`src/rtl/e1_sa_pkg.sv`:
```
package e1_sa_pkg;
   localparam int FRAME_BITS = 256;
   localparam int SI_BIT     = 0;
   localparam int SA_FIRST   = 3;
   localparam int SA_NUM     = 5;

   typedef logic [$clog2(FRAME_BITS)-1:0] bit_idx_t;
   typedef logic [SA_NUM-1:0]             sa_vec_t;

   // one-hot flag of the spare-bit slot at frame bit b (zero outside odd frames)
   function automatic sa_vec_t sa_onehot(input bit_idx_t b, input logic odd);
      sa_vec_t v;
      v = '0;
      for (int k = 0; k < SA_NUM; k++)
         if (odd && b == bit_idx_t'(SA_FIRST + k)) v[k] = 1'b1;
      return v;
   endfunction
endpackage

```
`src/rtl/e1_sa_timer.sv`:
```
module e1_sa_timer
   import e1_sa_pkg::*;
#(
   parameter int BIT_PHASES = 4,
   localparam int PH_W = $clog2(BIT_PHASES)
) (
   input  logic            clk,
   input  logic            rst_n,
   input  logic            sync,
   output logic [PH_W-1:0] ph,
   output bit_idx_t        bidx,
   output logic            odd
);
   localparam logic [PH_W-1:0] PH_LAST  = PH_W'(BIT_PHASES - 1);
   localparam bit_idx_t        BIT_LAST = bit_idx_t'(FRAME_BITS - 1);

   logic [PH_W-1:0] ph_q;
   bit_idx_t        bit_q;
   logic            odd_q;

   // a sync strobe names the current clock as the frame origin
   always_comb begin
      ph   = sync ? '0   : ph_q;
      bidx = sync ? '0   : bit_q;
      odd  = sync ? 1'b0 : odd_q;
   end

   always_ff @(posedge clk or negedge rst_n) begin
      if (!rst_n) begin
         ph_q  <= '0;
         bit_q <= '0;
         odd_q <= 1'b0;
      end else if (ph == PH_LAST) begin
         ph_q  <= '0;
         bit_q <= (bidx == BIT_LAST) ? '0 : bidx + 1'b1;
         odd_q <= (bidx == BIT_LAST) ? ~odd : odd;
      end else begin
         ph_q  <= ph + 1'b1;
         bit_q <= bidx;
         odd_q <= odd;
      end
   end
endmodule

```
`src/rtl/e1_sa_rx.sv`:
```
module e1_sa_rx
   import e1_sa_pkg::*;
#(
   parameter int BIT_PHASES = 4,
   localparam int PH_W = $clog2(BIT_PHASES)
) (
   input  logic            clk,
   input  logic            rst_n,
   input  logic [PH_W-1:0] ph,
   input  bit_idx_t        bidx,
   input  logic            odd,
   input  logic            ser,
   input  sa_vec_t         mask,
   output logic            link,
   output logic            lclk,
   output logic            fsync
);
   localparam int WIN_LO = BIT_PHASES / 4;
   localparam int WIN_HI = WIN_LO + BIT_PHASES / 2;

   sa_vec_t slot, gate;
   logic    centre;

   assign slot   = sa_onehot(bidx, odd);
   assign centre = (ph >= PH_W'(WIN_LO)) && (ph < PH_W'(WIN_HI));

   for (genvar k = 0; k < SA_NUM; k++) begin : g_gate
      assign gate[k] = slot[k] & mask[k];
   end

   always_ff @(posedge clk or negedge rst_n) begin
      if (!rst_n) begin
         link  <= 1'b0;
         lclk  <= 1'b0;
         fsync <= 1'b0;
      end else begin
         link  <= ser;
         lclk  <= (|gate) & centre;
         fsync <= (bidx == bit_idx_t'(SI_BIT));
      end
   end
endmodule

```
`src/rtl/e1_sa_tx.sv`:
```
module e1_sa_tx
   import e1_sa_pkg::*;
#(
   parameter int BIT_PHASES = 4,
   localparam int PH_W = $clog2(BIT_PHASES)
) (
   input  logic            clk,
   input  logic            rst_n,
   input  logic [PH_W-1:0] ph,
   input  bit_idx_t        bidx,
   input  logic            odd,
   input  logic            ser,
   input  logic            link,
   input  sa_vec_t         mask,
   input  sa_vec_t         sa_reg,
   output logic            dout,
   output sa_vec_t         hold
);
   sa_vec_t slot, pick;
   logic    frame_start, sa_hit, sa_val;

   assign slot        = sa_onehot(bidx, odd);
   assign frame_start = (ph == '0) && (bidx == '0);

   for (genvar k = 0; k < SA_NUM; k++) begin : g_pick
      assign pick[k] = mask[k] ? link : hold[k];
   end

   assign sa_hit = |slot;
   assign sa_val = |(slot & pick);

   always_ff @(posedge clk or negedge rst_n) begin
      if (!rst_n) begin
         hold <= '0;
         dout <= 1'b0;
      end else begin
         if (frame_start) hold <= sa_reg;
         dout <= sa_hit ? sa_val : ser;
      end
   end
endmodule

```
`src/rtl/e1_sa_link.sv`:
```
module e1_sa_link
   import e1_sa_pkg::*;
#(
   parameter int BIT_PHASES = 4
) (
   input  logic       clk,
   input  logic       rst_n,
   input  logic       rx_sync,
   input  logic       rx_ser,
   input  logic [4:0] rx_sa_mask,
   output logic       rx_link,
   output logic       rx_lclk,
   output logic       rx_fsync,
   input  logic       tx_sync,
   input  logic       tx_ser,
   input  logic       tx_link,
   input  logic [4:0] tx_sa_mask,
   input  logic [4:0] tx_sa_reg,
   output logic       tx_out
);
   localparam int PH_W = $clog2(BIT_PHASES);

   if (BIT_PHASES < 4 || (BIT_PHASES % 2) != 0) begin : g_bad_phases
      $error("BIT_PHASES must be even and at least 4");
   end
   if (SA_NUM != 5) begin : g_bad_sa
      $error("mask ports assume five spare bits");
   end

   logic [PH_W-1:0] rx_ph, tx_ph;
   bit_idx_t        rx_bit, tx_bit;
   logic            rx_odd, tx_odd;
   sa_vec_t         tx_hold;

   e1_sa_timer #(.BIT_PHASES(BIT_PHASES)) u_rx_tmr (
      .clk(clk), .rst_n(rst_n), .sync(rx_sync),
      .ph(rx_ph), .bidx(rx_bit), .odd(rx_odd));

   e1_sa_timer #(.BIT_PHASES(BIT_PHASES)) u_tx_tmr (
      .clk(clk), .rst_n(rst_n), .sync(tx_sync),
      .ph(tx_ph), .bidx(tx_bit), .odd(tx_odd));

   e1_sa_rx #(.BIT_PHASES(BIT_PHASES)) u_rx (
      .clk(clk), .rst_n(rst_n), .ph(rx_ph), .bidx(rx_bit), .odd(rx_odd),
      .ser(rx_ser), .mask(rx_sa_mask),
      .link(rx_link), .lclk(rx_lclk), .fsync(rx_fsync));

   e1_sa_tx #(.BIT_PHASES(BIT_PHASES)) u_tx (
      .clk(clk), .rst_n(rst_n), .ph(tx_ph), .bidx(tx_bit), .odd(tx_odd),
      .ser(tx_ser), .link(tx_link), .mask(tx_sa_mask), .sa_reg(tx_sa_reg),
      .dout(tx_out), .hold(tx_hold));
endmodule

```
`config.mk`:
```
export PLATFORM = sky130hd
export DESIGN_NAME = e1_sa_link
export DESIGN_NICKNAME = d
export VERILOG_FILES = /design/src/rtl/e1_sa_pkg.sv /design/src/rtl/e1_sa_timer.sv /design/src/rtl/e1_sa_rx.sv /design/src/rtl/e1_sa_tx.sv /design/src/rtl/e1_sa_link.sv
export SDC_FILE = /design/constraint.sdc
export NUM_CORES = 1
export LEC_CHECK = 0
export BUFFER_PORTS_ARGS = -buffer_cell sky130_fd_sc_hd__clkbuf_2
export CAP_MARGIN = 15
export CORE_ASPECT_RATIO = 0.8
export CORE_MARGIN = 8
export CORE_UTILIZATION = 55
export CTS_CLUSTER_SIZE = 24
export DETAILED_ROUTE_END_ITERATION = 8
export GPL_TIMING_DRIVEN = 0
export PLACE_DENSITY = 0.85
export REMOVE_ABC_BUFFERS = 1
export SYNTH_ARGS = -nofsm -noshare
export SYNTH_HDL_FRONTEND = slang
export SYNTH_SLANG_ARGS = --single-unit
```
`constraint.sdc`:
```
create_clock -name clk -period 2.03 [get_ports clk]
set_clock_uncertainty 0.05 [all_clocks]
set_input_delay 0.3045 -clock clk [delete_from_list [all_inputs] [get_ports clk]]
set_output_delay 0.3045 -clock clk [all_outputs]
set_load 0.01 [all_outputs]
```
After elaboration in Yosys (flattened, before gate mapping)

Index checks and enable logic that the tools add are counted.

Word-level logic and storage cells: 90
Memories: 0
Bits in registers: 31
ROM bits: 0
Latch bits: 0
Bits of input ports: 22
Output and inout bits: 4
Bits in writable memories: 0

Multipliers: 0
Mux-type cells: 32
Divide/modulo/power cells: 0
$add $sub $neg: 4
Shift operators: 0
Reductions and logical operators: 18
Equality and inequality tests: 14
Bitwise operators: 9
Magnitude comparators: 2

Operators with widths:

| kind                                                               | count |
|---|---|
| equality test 8 x 3 -> 1 bit (second input constant)               | 8 |
| two-way mux 8 bit                                                  | 6 |
| two-way mux 1 bit                                                  | 22 |
| adder 8 x 1 -> 8 bit (second input constant)                       | 2 |
| equality test 8 x 2 -> 1 bit (second input constant)               | 2 |
| equality test 8 bit (second input constant)                        | 2 |
| logical NOT 8 bit                                                  | 2 |
| OR reduction 5 bit                                                 | 3 |
| logical AND 1 bit                                                  | 12 |
| two-way mux 2 bit                                                  | 4 |
| AND 1 bit                                                          | 6 |
| AND 5 bit                                                          | 1 |
| adder 2 x 1 -> 2 bit (second input constant)                       | 2 |
| equality test 2 bit (second input constant)                        | 2 |
| greater-or-equal comparator 2 x 1 -> 1 bit (second input constant) | 1 |
| logical NOT 2 bit                                                  | 1 |
| less-than comparator 2 bit (second input constant)                 | 1 |
| inverter 1 bit                                                     | 2 |

Logic depth before layout (Yosys ltp)

Word-level depth: 7
Depth in mapped cells: 9
Depth with buffers taken out: 7

Cells and area by module

A second synthesis with hierarchy kept.

Cell total of the unflattened synthesis: 157
Area total of the unflattened synthesis: 1701.6 µm²

By module, submodules not included:

| module                  | area each (µm²) | cells each | times used |
|---|---|---|---|
| e1_sa_timer at u_tx_tmr | 594.3           | 56         | 1 |
| e1_sa_timer at u_rx_tmr | 583.1           | 57         | 1 |
| e1_sa_tx                | 369.1           | 30         | 1 |
| e1_sa_rx                | 155.1           | 14         | 1 |

Worst setup path after synthesis

OpenSTA, ideal clock, no wires.

Kind: input port to flip-flop
From: input rx_sync
To: register u_rx_tmr.bit_q[5]
Data arrival time: 1.764 ns
Data required time: 1.848 ns
Cell stages on the path: 9
Library setup time: 0.132 ns
Setup slack: 0.084 ns
Path through: clkbuf_1 clkbuf_1 nor2b_1 ha_1 and4_1 clkbuf_1 nand4b_1 xor2_1 nor2_1

Word-level cells in the longest chain between the ends: 4
Elaborated cells on any way between the ends: 7
Classes of those cells: add/sub: 1; eq/ne: 2; mux: 4

Ends and longest elaborated chain:

| element                                                     | line              | source |
|---|---|---|
| start: declaration                                          | e1_sa_link.sv:8   | `input logic rx_sync,` |
| two-way mux 8 bit                                           | e1_sa_timer.sv:24 | `bidx = sync ? '0 : bit_q;` |
| adder 8 x 1 -> 8 bit or equality test 8 bit (tied branches) | e1_sa_timer.sv:35 | `bit_q <= (bidx == BIT_LAST) ? '0 : bidx + 1'b1;` |
| two-way mux 8 bit                                           | e1_sa_timer.sv:35 |  |
| two-way mux 8 bit *                                         | e1_sa_timer.sv:33 | `end else if (ph == PH_LAST) begin` |
| end signal: assignment                                      | e1_sa_timer.sv:35 |  |
| end signal: assignment                                      | e1_sa_timer.sv:39 | `bit_q <= bidx;` |
| end: declaration                                            | e1_sa_timer.sv:18 | `bit_idx_t bit_q;` |

Every way passes the cells marked *; elsewhere a longest branch is shown, timed or not.
A chain may end at the register's enable or synchronous reset.

Worst setup path after layout

From: register u_tx_tmr.bit_q[7]
To: register u_tx.dout

Word-level cells in the longest chain between the ends: 7
Elaborated cells on any way between the ends: 20
Classes of those cells: eq/ne: 5; mux: 7; bitwise: 1; reduce/logical: 7

Ends and longest elaborated chain:

| element                                                                      | line              | source |
|---|---|---|
| start: declaration                                                           | e1_sa_timer.sv:18 |  |
| start signal: assignment                                                     | e1_sa_timer.sv:35 |  |
| start signal: assignment                                                     | e1_sa_timer.sv:39 |  |
| two-way mux 8 bit *                                                          | e1_sa_timer.sv:24 |  |
| equality test 8 x 2 -> 1 bit or equality test 8 x 3 -> 1 bit (tied branches) | e1_sa_pkg.sv:15   | `if (odd && b == bit_idx_t'(SA_FIRST + k)) v[k] = 1'b1;` |
| logical AND 1 bit                                                            | e1_sa_pkg.sv:15   |  |
| two-way mux 1 bit                                                            | e1_sa_pkg.sv:15   |  |
| AND 5 bit                                                                    | e1_sa_tx.sv:30    | `assign sa_val = \|(slot & pick);` |
| OR reduction 5 bit                                                           | e1_sa_tx.sv:30    |  |
| two-way mux 1 bit *                                                          | e1_sa_tx.sv:38    | `dout <= sa_hit ? sa_val : ser;` |
| end signal: assignment                                                       | e1_sa_tx.sv:38    |  |
| end: declaration                                                             | e1_sa_tx.sv:16    | `output logic dout,` |

Marks and branches as above.

==> results.cfg <==
[clock_network]
root_buffer = clkbuf_4
post-cts-setup-buffers = 0
cts_resized = 0
cts_tree = done
cts_buffers = 5
ctsHoldBuffers = 1
path_clk_slew_ps = 100
clkLatencyLatePin_ps = 330
cts_max_level = 2
cts_sinks = 31
clockBufferDepth = 2

[finish]
final_common_cell = dfrtp_1
drive_gt1_share_pct = 24.7
diodes = 0
finalNetCount = 195
multi_input_area_um2 = 733
final_cell_mix = 31 x dfrtp_1, 25 x clkbuf_2, 20 x nor2_1
fin_cells = 208
seq_area_um2 = 776
layout-area-overhead-vs-synth_pct = 13.7
nFillCells = 221

[synth]
synth_area_mm2 = 0.00155
synth-warning-count = 0
synthArstFlopShare_pct = 100
syn_inst = 144
synth_area_per_cell_um2 = 10.7
ys_ff_latch = 31
synth-main-ff-cell = dfrtp_1
seq_area_frac_synth_pct = 50.1
synth-edff-count = 0
ys_types = 34

[floorplan]
ioPinCount = 26
chipWidth_um = 75.3
fp.dieArea_mm2 = 0.00478
initial_core_util_pct = 56.8
core_area_mm2 = 0.00272
row_count = 17
die_h_um = 63.4

[timing]
setup_violations = 0
rsz0062_at_grt = false
max_freq_ghz = 0.574
post-route-period-util_pct = 85.9
fin_hold_ws_ps = 42.6
hold_violations = 0
drv_slew = 0
setup_tns_ps = 0
relSlewSlack_pct = 51.8
period_minus_slack_ps = 1740
worst_slew_pin_slew_ps = 723

[placed_design]
hpwl_um = 2160
gp_congestion = 0.772
port_buffers = 25
placedCellCount = 200

[drt]
ant_nets = 0
drc = 0
first_pass_iters = 4
drt_iter0_drc = 54
routed_wl_um = 2930
vias_per_cell = 5.53
num_vias = 1150
wl_per_cell_um = 14.1

[power]
switching_power_w = 0.000284
pwr-share-comb_pct = 11.6
power_density_mw_per_mm2 = 666
sequentialPowerShare_pct = 58.1
peakVddDrop_uv = 312
swShare_pct = 24.3
clockPowerShare_pct = 30.3
power.internal_w = 0.000887
power.leakage_nw = 0.806

[global_routing]
grt_pass1_vias = 1132
grt_pass1_wl_um = 4890
antenna_found_initial = 0
grt_start_max_net_pins = 32
grt_usage_pct = 13.2
grt_remaining_overflow = 0

[critical_path]
crit_type = reg2reg
crit_required_ps = 2200
critPathCaptureType = register
crit_fanout = 3
critPathArrivalTime_ps = 1910
start_kind = register

[run]
drv_cap = 0

[run_status]
outcome = completed

[worst_hold_path]
hold_class = in2reg
==> per-layer routing <==
metal,global-route usage [%],vias up,part of all wire [%]
met4,7.66,0,1.7
met3,5.21,6,10
li1,-,548,-
met1,15.5,547,41
met5,0,-,0
met2,19.7,49,47
==> cell families (layout without fill, tap and decap cells) <==
group,after synthesis,after routing,synth area share (%)
compound gates,12,12,5.58
xor+xnor,18,18,10.2
fa+ha+maj,3,3,2.43
buf+inv,10,36,2.51
flops,31,31,50.1
mux,10,10,7.11
simple gates,60,60,22.1
==> synthesized netlist by cell type (2+ instances only) <==
| master | n | share of area, % |
|---|---|---|
| nand2b_1 | 7 | 2.8 |
| and4_1 | 3 | 1.7 |
| a311oi_1 | 2 | 1.1 |
| nor2_1 | 20 | 4.9 |
| nand3_1 | 6 | 1.9 |
| nand4_1 | 2 | 0.81 |
| mux2i_1 | 2 | 1.3 |
| o22ai_1 | 2 | 0.81 |
| dfrtp_1 | 31 | 50 |
| mux2_2 | 8 | 5.8 |
| nand2_1 | 6 | 1.5 |
| ha_1 | 3 | 2.4 |
| a21oi_1 | 2 | 0.65 |
| inv_1 | 3 | 0.73 |
| xnor2_1 | 5 | 2.8 |
| xor2_1 | 13 | 7.4 |
| nand3b_1 | 4 | 1.9 |
| clkbuf_1 | 6 | 1.5 |
| nor2b_1 | 3 | 1.2 |
| nand4b_1 | 2 | 1.1 |
==> area by class of cell <==
cell class              instances  area share (%)
clock buffers                   6            2.92
clock inverters                 1           0.284
inverters                       3           0.640
multi-input cells             103            41.7
flip-flops and latches         31            44.1
well taps                      38            2.70
repair buffers                 26            7.68
==> per-stage QoR <==
step	util, %	area, µm²	setup slack (ps)	power [W]
global route	64.6	1760	213	0.00123
finish	64.6	1760	287	0.00117
detailed placement	62.2	1690	59.9	0.000830
floorplan	-	1520	413	0.000764
global placement	62.2	1690	150	0.000820
CTS	64.6	1760	270	0.00119
==> worst max-delay path, stage by stage, from the launching register on <==
cell	delay, ps
dfrtp_1	440
nor4_4	340
nand3b_1	140
or3_1	370
a221o_1	300
==> flip-flops by register name (all words and copies together) (netlist names) <==
| name | count |
|---|---|
| u_rx.lclk | 1 |
| u_tx_tmr.ph_q | 2 |
| u_tx_tmr.bit_q | 8 |
| u_tx_tmr.odd_q | 1 |
| u_rx.fsync | 1 |
| u_rx_tmr.odd_q | 1 |
| u_tx.hold | 5 |
| u_rx.link | 1 |
| u_rx_tmr.ph_q | 2 |
| u_tx.dout | 1 |
| u_rx_tmr.bit_q | 8 |
==> path summary, 6_finish.rpt <==
kind / start / endpoint / slack, ps / depth (start not counted)
hold / removal: rx_ser / u_rx.link$_DFF_PN0_ / 40 / 1
setup / recovery: u_tx_tmr.bit_q[7]$_DFF_PN0_ / u_tx.dout$_DFF_PN0_ / 290 / 4
setup reg to reg: u_tx_tmr.bit_q[7]$_DFF_PN0_ / u_tx.dout$_DFF_PN0_ / 290 / 4
min in group asynchronous: rst_n / u_rx.fsync$_DFF_PN0_ / 510 / 2
hold reg to reg: u_rx_tmr.ph_q[0]$_DFF_PN0_ / u_rx_tmr.ph_q[0]$_DFF_PN0_ / 410 / 1
max in group asynchronous: rst_n / u_tx.hold[4]$_DFFE_PN0P_ / 950 / 2
==> power by group through the flow <==
stage / sequential, W / clock [W] / combinational [W]
floorplan: 0.000686 / 0 / 0.0000785
global placement: 0.000689 / 0 / 0.000131
detailed placement: 0.000693 / 0 / 0.000137
CTS: 0.000680 / 0.000366 / 0.000139
global route: 0.000685 / 0.000391 / 0.000152
finish: 0.000680 / 0.000355 / 0.000136
Note: power is estimated with default switching activity, not from simulation.
